`config.mk`:
```
export PLATFORM = sky130hd
export DESIGN_NAME = sysclk_standby_ctrl
export DESIGN_NICKNAME = d
export VERILOG_FILES = /design/src/rtl/scs_pkg.sv /design/src/rtl/scs_prescaler.sv /design/src/rtl/scs_standby.sv /design/src/rtl/scs_phi_gen.sv /design/src/rtl/sysclk_standby_ctrl.sv
export SDC_FILE = /design/constraint.sdc
export NUM_CORES = 1
export LEC_CHECK = 0
export ABC_AREA = 1
export BUFFER_PORTS_ARGS = -buffer_cell sky130_fd_sc_hd__buf_2
export CAP_MARGIN = 20
export CORE_ASPECT_RATIO = 2
export CORE_MARGIN = 5
export CORE_UTILIZATION = 62
export CTS_BUF_LIST = sky130_fd_sc_hd__clkbuf_4 sky130_fd_sc_hd__clkbuf_8
export DETAILED_ROUTE_END_ITERATION = 12
export HOLD_SLACK_MARGIN = 0.03
export MAX_ROUTING_LAYER = met4
export PLACE_DENSITY = 0.89
export SETUP_SLACK_MARGIN = 0.2
export SYNTH_ARGS = -nofsm -noshare
export SYNTH_HDL_FRONTEND = slang
export SYNTH_SLANG_ARGS = --single-unit
```
`constraint.sdc`:
```
create_clock -name clk -period 4.1 [get_ports clk]
set_input_delay 1.23 -clock clk [delete_from_list [all_inputs] [get_ports clk]]
set_output_delay 1.23 -clock clk [all_outputs]
set_load 0.02 [all_outputs]
```
`src/rtl/scs_pkg.sv`:
```
package scs_pkg;
  typedef enum logic [1:0] {
    ST_RUN  = 2'd0,
    ST_HALT = 2'd1,
    ST_STOP = 2'd2,
    ST_WAIT = 2'd3
  } scs_state_e;

  localparam logic [1:0] SPD_SLOW = 2'b00;
  localparam logic [1:0] SPD_MID  = 2'b10;
  localparam logic [1:0] SPD_FAST = 2'b11;
endpackage

```
`src/rtl/scs_prescaler.sv`:
```
module scs_prescaler #(
  parameter int TAP_LO = 3,
  parameter int TAP_HI = 12
) (
  input  logic                     clk,
  input  logic                     rst,
  input  logic                     fx_en,
  output logic [TAP_HI-TAP_LO:0]   taps
);
  localparam int NTAP = TAP_HI - TAP_LO + 1;

  logic [TAP_HI-1:0] cnt_q;

  always_ff @(posedge clk) begin
    if (rst) begin
      cnt_q <= '0;
    end else if (fx_en) begin
      cnt_q <= cnt_q + 1'b1;
    end
  end

  // each tap fires when the low bits of the count wrap
  for (genvar k = 0; k < NTAP; k++) begin : g_tap
    localparam int BITS = TAP_LO + k;
    always_ff @(posedge clk) begin
      if (rst) begin
        taps[k] <= 1'b0;
      end else begin
        taps[k] <= fx_en && (&cnt_q[BITS-1:0]);
      end
    end
  end
endmodule

```
`src/rtl/scs_standby.sv`:
```
module scs_standby
  import scs_pkg::*;
(
  input  logic       clk,
  input  logic       rst,
  input  logic       halt_cmd,
  input  logic       stop_cmd,
  input  logic       int_release,
  input  logic       bt_release,
  output scs_state_e state_q,
  output logic       stop_exit,
  output logic       osc_off
);
  scs_state_e state_d;

  always_comb begin
    state_d = state_q;
    case (state_q)
      ST_RUN: begin
        if (stop_cmd)      state_d = ST_STOP;
        else if (halt_cmd) state_d = ST_HALT;
      end
      ST_HALT: if (int_release) state_d = ST_RUN;
      ST_STOP: if (int_release) state_d = ST_WAIT;
      ST_WAIT: if (bt_release)  state_d = ST_RUN;
      default: state_d = ST_RUN;
    endcase
  end

  always_ff @(posedge clk) begin
    if (rst) state_q <= ST_RUN;
    else     state_q <= state_d;
  end

  assign stop_exit = (state_q == ST_STOP) && int_release;
  assign osc_off   = (state_q == ST_STOP);
endmodule

```
`src/rtl/scs_phi_gen.sv`:
```
module scs_phi_gen
  import scs_pkg::*;
#(
  parameter int DIV_FAST = 4,
  parameter int DIV_MID  = 8,
  parameter int DIV_SLOW = 64,
  parameter int DIV_SUB  = 4
) (
  input  logic       clk,
  input  logic       rst,
  input  logic       fx_en,
  input  logic       fxt_en,
  input  logic       run,
  input  logic       stop_exit,
  input  logic       pcc_wr,
  input  logic [1:0] pcc_speed,
  input  logic       scc_wr,
  input  logic       scc_sub,
  output logic       phi_q,
  output logic [1:0] act_speed_q,
  output logic       act_sub_q
);
  localparam int MAX_A   = (DIV_FAST > DIV_MID) ? DIV_FAST : DIV_MID;
  localparam int MAX_B   = (DIV_SLOW > DIV_SUB) ? DIV_SLOW : DIV_SUB;
  localparam int DIV_MAX = (MAX_A > MAX_B) ? MAX_A : MAX_B;
  localparam int CNT_W   = $clog2(DIV_MAX);

  logic [CNT_W-1:0] cnt_q;
  logic [CNT_W-1:0] last_cnt;
  logic [1:0]       pend_speed_q;
  logic             pend_sub_q;
  logic             src_en;
  logic             hit;

  always_comb begin
    if (act_sub_q) begin
      last_cnt = CNT_W'(DIV_SUB - 1);
    end else begin
      case (act_speed_q)
        SPD_FAST: last_cnt = CNT_W'(DIV_FAST - 1);
        SPD_MID:  last_cnt = CNT_W'(DIV_MID - 1);
        default:  last_cnt = CNT_W'(DIV_SLOW - 1);
      endcase
    end
  end

  assign src_en = act_sub_q ? fxt_en : fx_en;
  assign hit    = run && src_en && (cnt_q == last_cnt);

  always_ff @(posedge clk) begin
    if (rst) begin
      cnt_q        <= '0;
      pend_speed_q <= SPD_SLOW;
      pend_sub_q   <= 1'b0;
      act_speed_q  <= SPD_SLOW;
      act_sub_q    <= 1'b0;
      phi_q        <= 1'b0;
    end else begin
      phi_q <= hit;
      if (pcc_wr) pend_speed_q <= pcc_speed;
      if (scc_wr) pend_sub_q   <= scc_sub;
      if (stop_exit) begin
        // leaving stop forces the slowest main rate
        pend_speed_q <= SPD_SLOW;
        act_speed_q  <= SPD_SLOW;
        cnt_q        <= '0;
      end else if (hit) begin
        cnt_q       <= '0;
        act_speed_q <= pend_speed_q;
        act_sub_q   <= pend_sub_q;
      end else if (run && src_en) begin
        cnt_q <= cnt_q + 1'b1;
      end
    end
  end
endmodule

```
`src/rtl/sysclk_standby_ctrl.sv`:
```
module sysclk_standby_ctrl
  import scs_pkg::*;
#(
  parameter int DIV_FAST = 4,
  parameter int DIV_MID  = 8,
  parameter int DIV_SLOW = 64,
  parameter int DIV_SUB  = 4,
  parameter int TAP_LO   = 3,
  parameter int TAP_HI   = 12
) (
  input  logic                   clk,
  input  logic                   rst,
  input  logic                   fx_tick,
  input  logic                   fxt_tick,
  input  logic                   pcc_wr,
  input  logic [1:0]             pcc_speed,
  input  logic                   scc_wr,
  input  logic                   scc_sub,
  input  logic                   halt_cmd,
  input  logic                   stop_cmd,
  input  logic                   int_release,
  input  logic                   bt_release,
  output logic                   phi_tick,
  output logic                   osc_disable,
  output logic [1:0]             speed_q,
  output logic                   sub_active,
  output logic [TAP_HI-TAP_LO:0] periph_tick
);
  scs_state_e st_q;
  logic       stop_exit;
  logic       osc_off;
  logic       fx_eff;
  logic       run;

  scs_standby u_standby (
    .clk        (clk),
    .rst        (rst),
    .halt_cmd   (halt_cmd),
    .stop_cmd   (stop_cmd),
    .int_release(int_release),
    .bt_release (bt_release),
    .state_q    (st_q),
    .stop_exit  (stop_exit),
    .osc_off    (osc_off)
  );

  assign fx_eff      = fx_tick & ~osc_off;
  assign run         = (st_q == ST_RUN);
  assign osc_disable = osc_off;

  scs_phi_gen #(
    .DIV_FAST(DIV_FAST),
    .DIV_MID (DIV_MID),
    .DIV_SLOW(DIV_SLOW),
    .DIV_SUB (DIV_SUB)
  ) u_phi (
    .clk        (clk),
    .rst        (rst),
    .fx_en      (fx_eff),
    .fxt_en     (fxt_tick),
    .run        (run),
    .stop_exit  (stop_exit),
    .pcc_wr     (pcc_wr),
    .pcc_speed  (pcc_speed),
    .scc_wr     (scc_wr),
    .scc_sub    (scc_sub),
    .phi_q      (phi_tick),
    .act_speed_q(speed_q),
    .act_sub_q  (sub_active)
  );

  scs_prescaler #(
    .TAP_LO(TAP_LO),
    .TAP_HI(TAP_HI)
  ) u_pre (
    .clk  (clk),
    .rst  (rst),
    .fx_en(fx_eff),
    .taps (periph_tick)
  );
endmodule

```
; ---- After elaboration in Yosys (flattened, before gate mapping)
; Index checks and enable logic that the tools add are counted.
[totals]
inputBits = 13
regBits = 37
n_memories = 0
ram_bits = 0
rom_bits = 0
output_inout_bits = 15
latch_bits = 0
[op_classes]
muxes = 9
n_bitwise = 3
n_lt_le_gt_ge = 0
div = 0
eq_ne = 10
multipliers = 0
shifts = 0
reduce_logical = 28
addsub = 2
[op_table]
columns = op, n
row1 = logical AND 1 bit, 13
row2 = adder 12 x 1 -> 12 bit (second input constant), 1
row3 = one-hot mux 6 bit (2 select lines), 1
row4 = AND reduction 12 bit, 1
row5 = AND reduction 11 bit, 1
row6 = 2-to-1 mux 2 bit, 5
row7 = AND reduction 10 bit, 1
row8 = AND reduction 9 bit, 1
row9 = == test 2 bit (second input constant), 4
row10 = one-hot mux 2 bit (4 select lines), 1
row11 = AND reduction 4 bit, 2
row12 = AND reduction 8 bit, 1
row13 = AND reduction 7 bit, 1
row14 = adder 6 x 1 -> 6 bit (second input constant), 1
row15 = == test 6 bit, 1
row16 = 2-to-1 mux 6 bit, 1
row17 = inequality test 2 bit (second input constant), 3
row18 = AND reduction 6 bit, 1
row19 = AND reduction 5 bit, 1
row20 = inequality test 3 bit (second input constant), 1
row21 = AND reduction 3 bit, 1
row22 = OR reduction 3 bit, 1
row23 = == test 2 x 1 -> 1 bit (second input constant), 1
row24 = zero test 2 bit, 1
row25 = 5 further kinds, 6

; ---- Logic depth before layout (Yosys ltp)
; Gate-level depths: netlist (run 1).
[logic_depth]
word_depth = 7
depth_mapped = 10
depth_no_buf = 10

; ---- Hierarchy
; From an unflattened synthesis (run 1), not the netlist that was laid out.
[hier_totals]
hier_cells = 241
hier_area_um2 = 1732.9
[by_module_without_submodules]
columns = module, area_per_inst_um2, cells_per_inst, instances, seq_area_each_um2
row1 = scs_prescaler, 895.9, 116, 1, 440.4
row2 = scs_phi_gen, 669.4, 92, 1, 260.2
row3 = scs_standby, 153.9, 30, 1, 40.0
row4 = sysclk_standby_ctrl, 13.8, 3, 1, 0.0

; ---- Worst setup path after synthesis (run 1)
; OpenSTA, ideal clock, no wires.
[synth_path]
path_kind = input -> register
from = input port fx_tick
to = register u_pre.cnt_q[10]
path_buffers = 1
setup_time_ps = 115
path_stages = 6
arrival_ps = 1825
setup_slack_ps = 2160
required_ps = 3985
cell_sequence = nand2_4 -> buf_6 -> nor3_4 -> nand3_2 -> nand2_1 -> nor2_1
[synth_via]
elab_chain_len = 1
[synth_lines]
columns = item, line_no
row1 = from (decl), sysclk_standby_ctrl.sv:13  ; input logic fx_tick,
row2 = AND 1 bit, sysclk_standby_ctrl.sv:47  ; assign fx_eff = fx_tick & ~osc_off;
row3 = to (signal assigned), scs_prescaler.sv:18  ; cnt_q <= cnt_q + 1'b1;
row4 = to (decl), scs_prescaler.sv:12  ; logic [TAP_HI-1:0] cnt_q;
; Every way passes these cells.
; A chain may end at the register's enable or synchronous reset.

; ---- Worst setup path in the final report (run 1)
[layout_path]
from = register u_standby.state_q[0]
to = output port osc_disable
[layout_via]
elab_chain_len = 1
[layout_lines]
columns = item, line_no
row1 = from (decl), scs_standby.sv:10  ; output scs_state_e state_q,
row2 = from (signal assigned), scs_standby.sv:32  ; else state_q <= state_d;
row3 = == test 2 bit, scs_standby.sv:36  ; assign osc_off = (state_q == ST_STOP);
row4 = to (decl), sysclk_standby_ctrl.sv:24  ; output logic osc_disable,
; Every way passes these cells.

==> flow_summary.yaml, run 1 <==
floorplanning:
  start_util: 0.631
  die_h_um: 84.7
  core_um2: 2740
  die_w_um: 47.3
  dieArea_um2: 4010
  io_pins: 28
  rows: 27
cts:
  hold_buffers: 0
  cts_resized: 0
  clk_latency_ps: 290
  cts_tree: "built"
  htreeDepth: 2
  clockBufferDepth: 2
  clkTransAtPathRegs_ps: 70
  clkSinkCount: 37
  post_cts_buffers: 0
  cts_buffers: 5
  cts_root_buffer: "clkbuf_8"
yosys:
  synthDistinctLibCells: 25
  synth_ff_type: "dfxtp_1"
  synth_area_leaders: "dfxtp_1 43%, nand2_1 11%, nor2_1 10%"
  yosysTopAreaCell: "dfxtp_1"
  syn-num-nets: 256
  yosysTopAreaCellShare: 0.429
  yosysWarningCount: 0
  syn_area_um2: 1730
  synth.yosys.seq_area_share: 0.429
  synthArstFlopShare: 0
  ys_ff_latch: 37
  synth_commonest_cells: "51 x nand2_1, 47 x nor2_1, 37 x dfxtp_1"
  synth_edf_count: 0
  synthCells: 238
  synth.most_common_cell: "nand2_1"
  syn-mean-instance-area_um2: 7.26
worst_setup_path:
  r2r-start: "u_pre.cnt_q[1]"
  crit_buf_inv: 3
  setup.worst_path.start_class: "register"
  r2r_cells: 10
  r2r_end: "u_pre.cnt_q[8]"
  cpPeakStageDelay_ps: 330
  end_kind: "primary output"
  cp.required_ps: 2870
  rrSetupSlack_ps: 2430
  crit_arrival_ps: 1010
  crit_type: "reg2out"
  crit_slowest_cell: "dfxtp_1"
  critPathTopFamily: "flip-flops"
  cp_cell_sequence: "inv_2, nand2_4, inv_1, buf_2"
  critical_path.max_fanout: 5
timing:
  hold_violations: 0
  period_share: 0.547
  hold_ws_ps: 462
  setup_viol: 0
  worstMarginPinSlew_ps: 270
  fmax_mhz: 446
  grt_setup_unrepaired: "no"
  fin_setup_tns_ps: 0
  fin_worst_skew_ps: 4.39
  slew_viol_final: 0
  period_needed_ps: 2240
  slew_headroom: 0.819
drt:
  drtPass1Iterations: 4
  routed_wl_um: 3600
  drt_iter0_drc: 39
  drtAntennaViolNets: 0
  drc: 0
  drt-wirelength-per-cell_um: 12.1
  vias_per_cell: 5.15
  vias: 1539
power_and_ir_drop:
  power.density_nw_per_um2: 374
  irDropWorstVdd_v: 0.000456
  totalPowerFinal_w: 0.000739
  p_leak_nw: 0.959
cells_and_area:
  drive_above_1_share: 0.211
  diodes: 0
  syn_to_final_growth_pct: 14.3
  fin_nets: 288
grt:
  grt_pass1_wl_um: 6000
  grt_use_total: 0.214
  grt_overflow_total: 0
  grt_max_degree: 17
  antenna_found_initial: 0
  grt_pass1_vias: 1528
hold_path:
  hp-start: "u_phi.pend_speed_q[1]"
  hold_end: "u_phi.pend_speed_q[1]"
  hold_depth: 2
  hp-class: "reg2reg"
placement:
  portBuffers: 27
  gp_congestion: 0.830
  hpwl_um: 2820
run:
  drv_cap: 0
run_status:
  status: "complete, no violations"
## how the worst max path moves through the flow
| stage | cells past startpoint | slack (ps) | to | startpoint |
|---|---|---|---|---|
| 6_report | 4 | 1860 | osc_disable | u_standby.state_q[0] |
| 4_1_cts | 3 | 1840 | osc_disable | u_standby.state_q[1] |
| 5_1_grt | 3 | 1790 | osc_disable | u_standby.state_q[1] |
| 3_5_place_dp | 6 | 1850 | u_phi.cnt_q[2] | rst |
| 2_1_floorplan | 6 | 2160 | u_pre.cnt_q[10] | fx_tick |
| 3_3_place_gp | 6 | 1860 | u_phi.cnt_q[2] | rst |
## state kept, by name, summed over array words and instances (netlist names)
register            flops
u_pre.cnt_q            12
u_standby.state_q       2
u_phi.cnt_q             6
u_phi.phi_q             1
u_pre.taps             10
u_phi.act_sub_q         1
u_phi.pend_sub_q        1
u_phi.act_speed_q       2
u_phi.pend_speed_q      2
## power by group
| part | switching, W | internal [W] | total [W] |
|---|---|---|---|
| clock | 0.000119 | 0.000140 | 0.000259 |
| sequential | 0.0000132 | 0.000373 | 0.000387 |
| combinational | 0.0000624 | 0.0000312 | 0.0000936 |
## through the flow
| step | utilization | cells | instance area, µm² | setup slack [ps] |
|---|---|---|---|---|
| after detailed placement | 0.689 | 292 | 1880 | 1850 |
| after CTS | 0.722 | 299 | 1970 | 1840 |
| after floorplan | - | 238 | 1730 | 2160 |
| after global placement | 0.689 | 292 | 1880 | 1860 |
| after global routing | 0.722 | 299 | 1970 | 1790 |
| final | 0.722 | 299 | 1970 | 1860 |
## cell usage in the layout, fill, tap and decap left out
master,n
clkbuf_4,1
xor2_1,2
buf_2,27
nor2_4,2
o21ai_0,12
a21oi_1,17
nor3_1,3
nor3_4,2
nand2_2,3
nand3_1,8
nor2_2,2
nand2_4,4
inv_2,7
dfxtp_1,37
nor3_2,1
nand2_1,51
o21ai_1,1
or2_0,1
clkbuf_8,6
ha_1,5
nor2_1,47
inv_1,24
nor4_2,1
nand4_1,4
nand3b_1,1
nand3_2,1
## layer usage
layer	wire length [µm]	global-route usage	vias up
met5	0	-	-
met4	112	0.111	0
met3	122	0.0579	9
met2	2170	0.389	25
met1	1200	0.175	698
li1	-	-	807
## kinds of logic after synthesis
group | count (synthesis) | share of synthesized area
AND/OR/NAND/NOR | 131 | 0.362
flip-flops | 37 | 0.429
buffers and inverters | 33 | 0.0760
AO/OA/AOI/OAI | 30 | 0.0869
XOR/XNOR | 2 | 0.0101
adder cells (fa/ha/maj) | 5 | 0.0362
## final cells by class
type,count,area [µm²]
Clock buffer,7,90.1
Fill cell,233,762
Inverter,31,116
Multi-Input combinational cell,168,856
Sequential cell,37,741
Tap cell,29,36.3
Timing Repair Buffer,27,135
## tightest hold or removal path: stages, from the launching register on
cell and delay [ps]:
dfxtp_1 310, nand2_1 60, a21oi_1 50
No activity file was read; power rests on OpenSTA's default activity.
==> run 2, diff against run 1 <==
Settings changed: CORE_UTILIZATION 62 to 58, PLACE_DENSITY 0.89 to 0.85.
Clock period 4.1 ns to 2.3 ns, I/O delays scaled along.
==> run 2 against run 1 <==
  * Clock-buffer cell count is the same
  * First-iteration DRC count shrank 10%
  * Final area grew 1.6%
  * Die area grew 5.7%
  * Sequential share of layout area shrank 0.59 points
  * Routed wire length grew 1.9%
  * Combinational power grew 82%
  * Critical endpoint unchanged
  * Largest cell class unchanged
  * Highest routed layer unchanged
==> flow_summary.yaml, run 2 (same netlist as run 1, synthesis figures left out) <==
run_status:
  status: "complete, no violations"
power_and_ir_drop:
  p_leak_nw: 0.973
  irDropWorstVdd_v: 0.000593
  totalPowerFinal_w: 0.00145
  power.density_nw_per_um2: 723
worst_setup_path:
  crit_arrival_ps: 1040
  rrSetupSlack_ps: 620
  setup.worst_path.start_class: "register"
  cp.required_ps: 1610
  critical_path.max_fanout: 4
  r2r-start: "u_pre.cnt_q[1]"
  end_kind: "primary output"
  r2r_cells: 10
  crit_type: "reg2out"
  r2r_end: "u_pre.cnt_q[8]"
hold_path:
  hp-class: "reg2reg"
  hold_end: "u_phi.pend_speed_q[1]"
  hold_depth: 2
  hp-start: "u_phi.pend_speed_q[1]"
grt:
  grt_pass1_vias: 1495
  grt_overflow_total: 0
  grt_max_degree: 17
  grt_pass1_wl_um: 6060
  grt_use_total: 0.191
  antenna_found_initial: 0
cts:
  cts_buffers: 5
  clkTransAtPathRegs_ps: 70
  htreeDepth: 2
  clockBufferDepth: 2
  post_cts_buffers: 0
  clkSinkCount: 37
  hold_buffers: 0
  clk_latency_ps: 290
  cts_resized: 0
  cts_tree: "built"
  cts_root_buffer: "clkbuf_8"
timing:
  hold_violations: 0
  worstMarginPinSlew_ps: 299
  slew_headroom: 0.799
  slew_viol_final: 0
  fin_setup_tns_ps: 0
  setup_viol: 0
  fin_worst_skew_ps: 6.33
  fmax_mhz: 579
  period_needed_ps: 1730
  period_share: 0.751
  grt_setup_unrepaired: "no"
placement:
  portBuffers: 27
  gp_congestion: 0.841
  hpwl_um: 2950
  placedCellCount: 293
  placed_area_um2: 1890
drt:
  drc: 0
  wl_met2_um: 2120
  m1WireLength_um: 1210
  vias: 1573
  drt-wirelength-per-cell_um: 12.2
  drt_iter0_drc: 35
  vias_per_cell: 5.23
  dr_wl_met3_um: 149
  top_layer: "met4"
  drtPass1Iterations: 4
  routed_wl_um: 3670
  drtAntennaViolNets: 0
cells_and_area:
  top_register: "u_pre.cnt_q"
  top_regs: "u_pre.cnt_q: 12 flops, u_pre.taps: 10 flops, u_phi.cnt_q: 6 flops"
  fin_area_um2: 2010
  largest_reg_flops: 12
  layout_common_cells: "51 x nand2_1, 47 x nor2_1, 37 x dfxtp_1"
  final_cells: 301
  diodes: 0
  layout_commonest_cell: "nand2_1"
  drive_above_1_share: 0.214
  syn_to_final_growth_pct: 16.1
  fin_nets: 288
floorplanning:
  dieArea_um2: 4240
  core_um2: 2910
  rows: 28
  io_pins: 28
  start_util: 0.594
  die_w_um: 48.6
  die_h_um: 87.2
run:
  drv_cap: 0
## run 2: cell types whose count changed in the layout (fill, tap and decap cells not counted)
cell       previous run  this run
bufinv_16             0         1
## run 2: layout make-up
class                           count  area [µm²]
Inverter                           31         116
Sequential cell                    37         741
Tap cell                           30        37.5
Fill cell                         256         902
Clock inverter                      1        30.0
Clock buffer                        7        90.1
Multi-Input combinational cell    168         856
Timing Repair Buffer               27         135
## run 2: metal layers
layer  vias to the layer above  GRT usage
li1                        810          -
met3                        16     0.0480
met2                        38      0.367
met4                         0      0.152
met1                       709      0.140
met5                         -          -
## run 2: critical path: stages (launching register included)
cell	delay, ps
dfxtp_1	440
nand2_4	100
inv_1	50
buf_2	150
## run 2: per-stage QoR
step | setup slack (ps) | hold WS, ps | util
6_report | 572 | 466 | 0.690
5_1_grt | 448 | 484 | 0.690
4_1_cts | 572 | 470 | 0.690
3_5_place_dp | 631 | 459 | 0.648
3_3_place_gp | 636 | 459 | 0.648
2_1_floorplan | 784 | 439 | -
## run 2: worst max path at each step
stage / start / endpoint / slack [ps]
global route: u_pre.cnt_q[1] / u_pre.cnt_q[8] / 450
floorplan: u_pre.cnt_q[1] / u_pre.cnt_q[8] / 780
CTS: u_standby.state_q[1] / osc_disable / 570
global placement: u_pre.cnt_q[1] / u_pre.cnt_q[8] / 640
detailed placement: u_pre.cnt_q[1] / u_pre.cnt_q[8] / 630
finish: u_standby.state_q[1] / osc_disable / 570
## run 2: power by group
group          total, W  internal (W)  switching [W]
clock          0.000590      0.000365       0.000225
sequential     0.000689      0.000665      0.0000234
combinational  0.000170     0.0000563       0.000114
total           0.00145       0.00109       0.000362
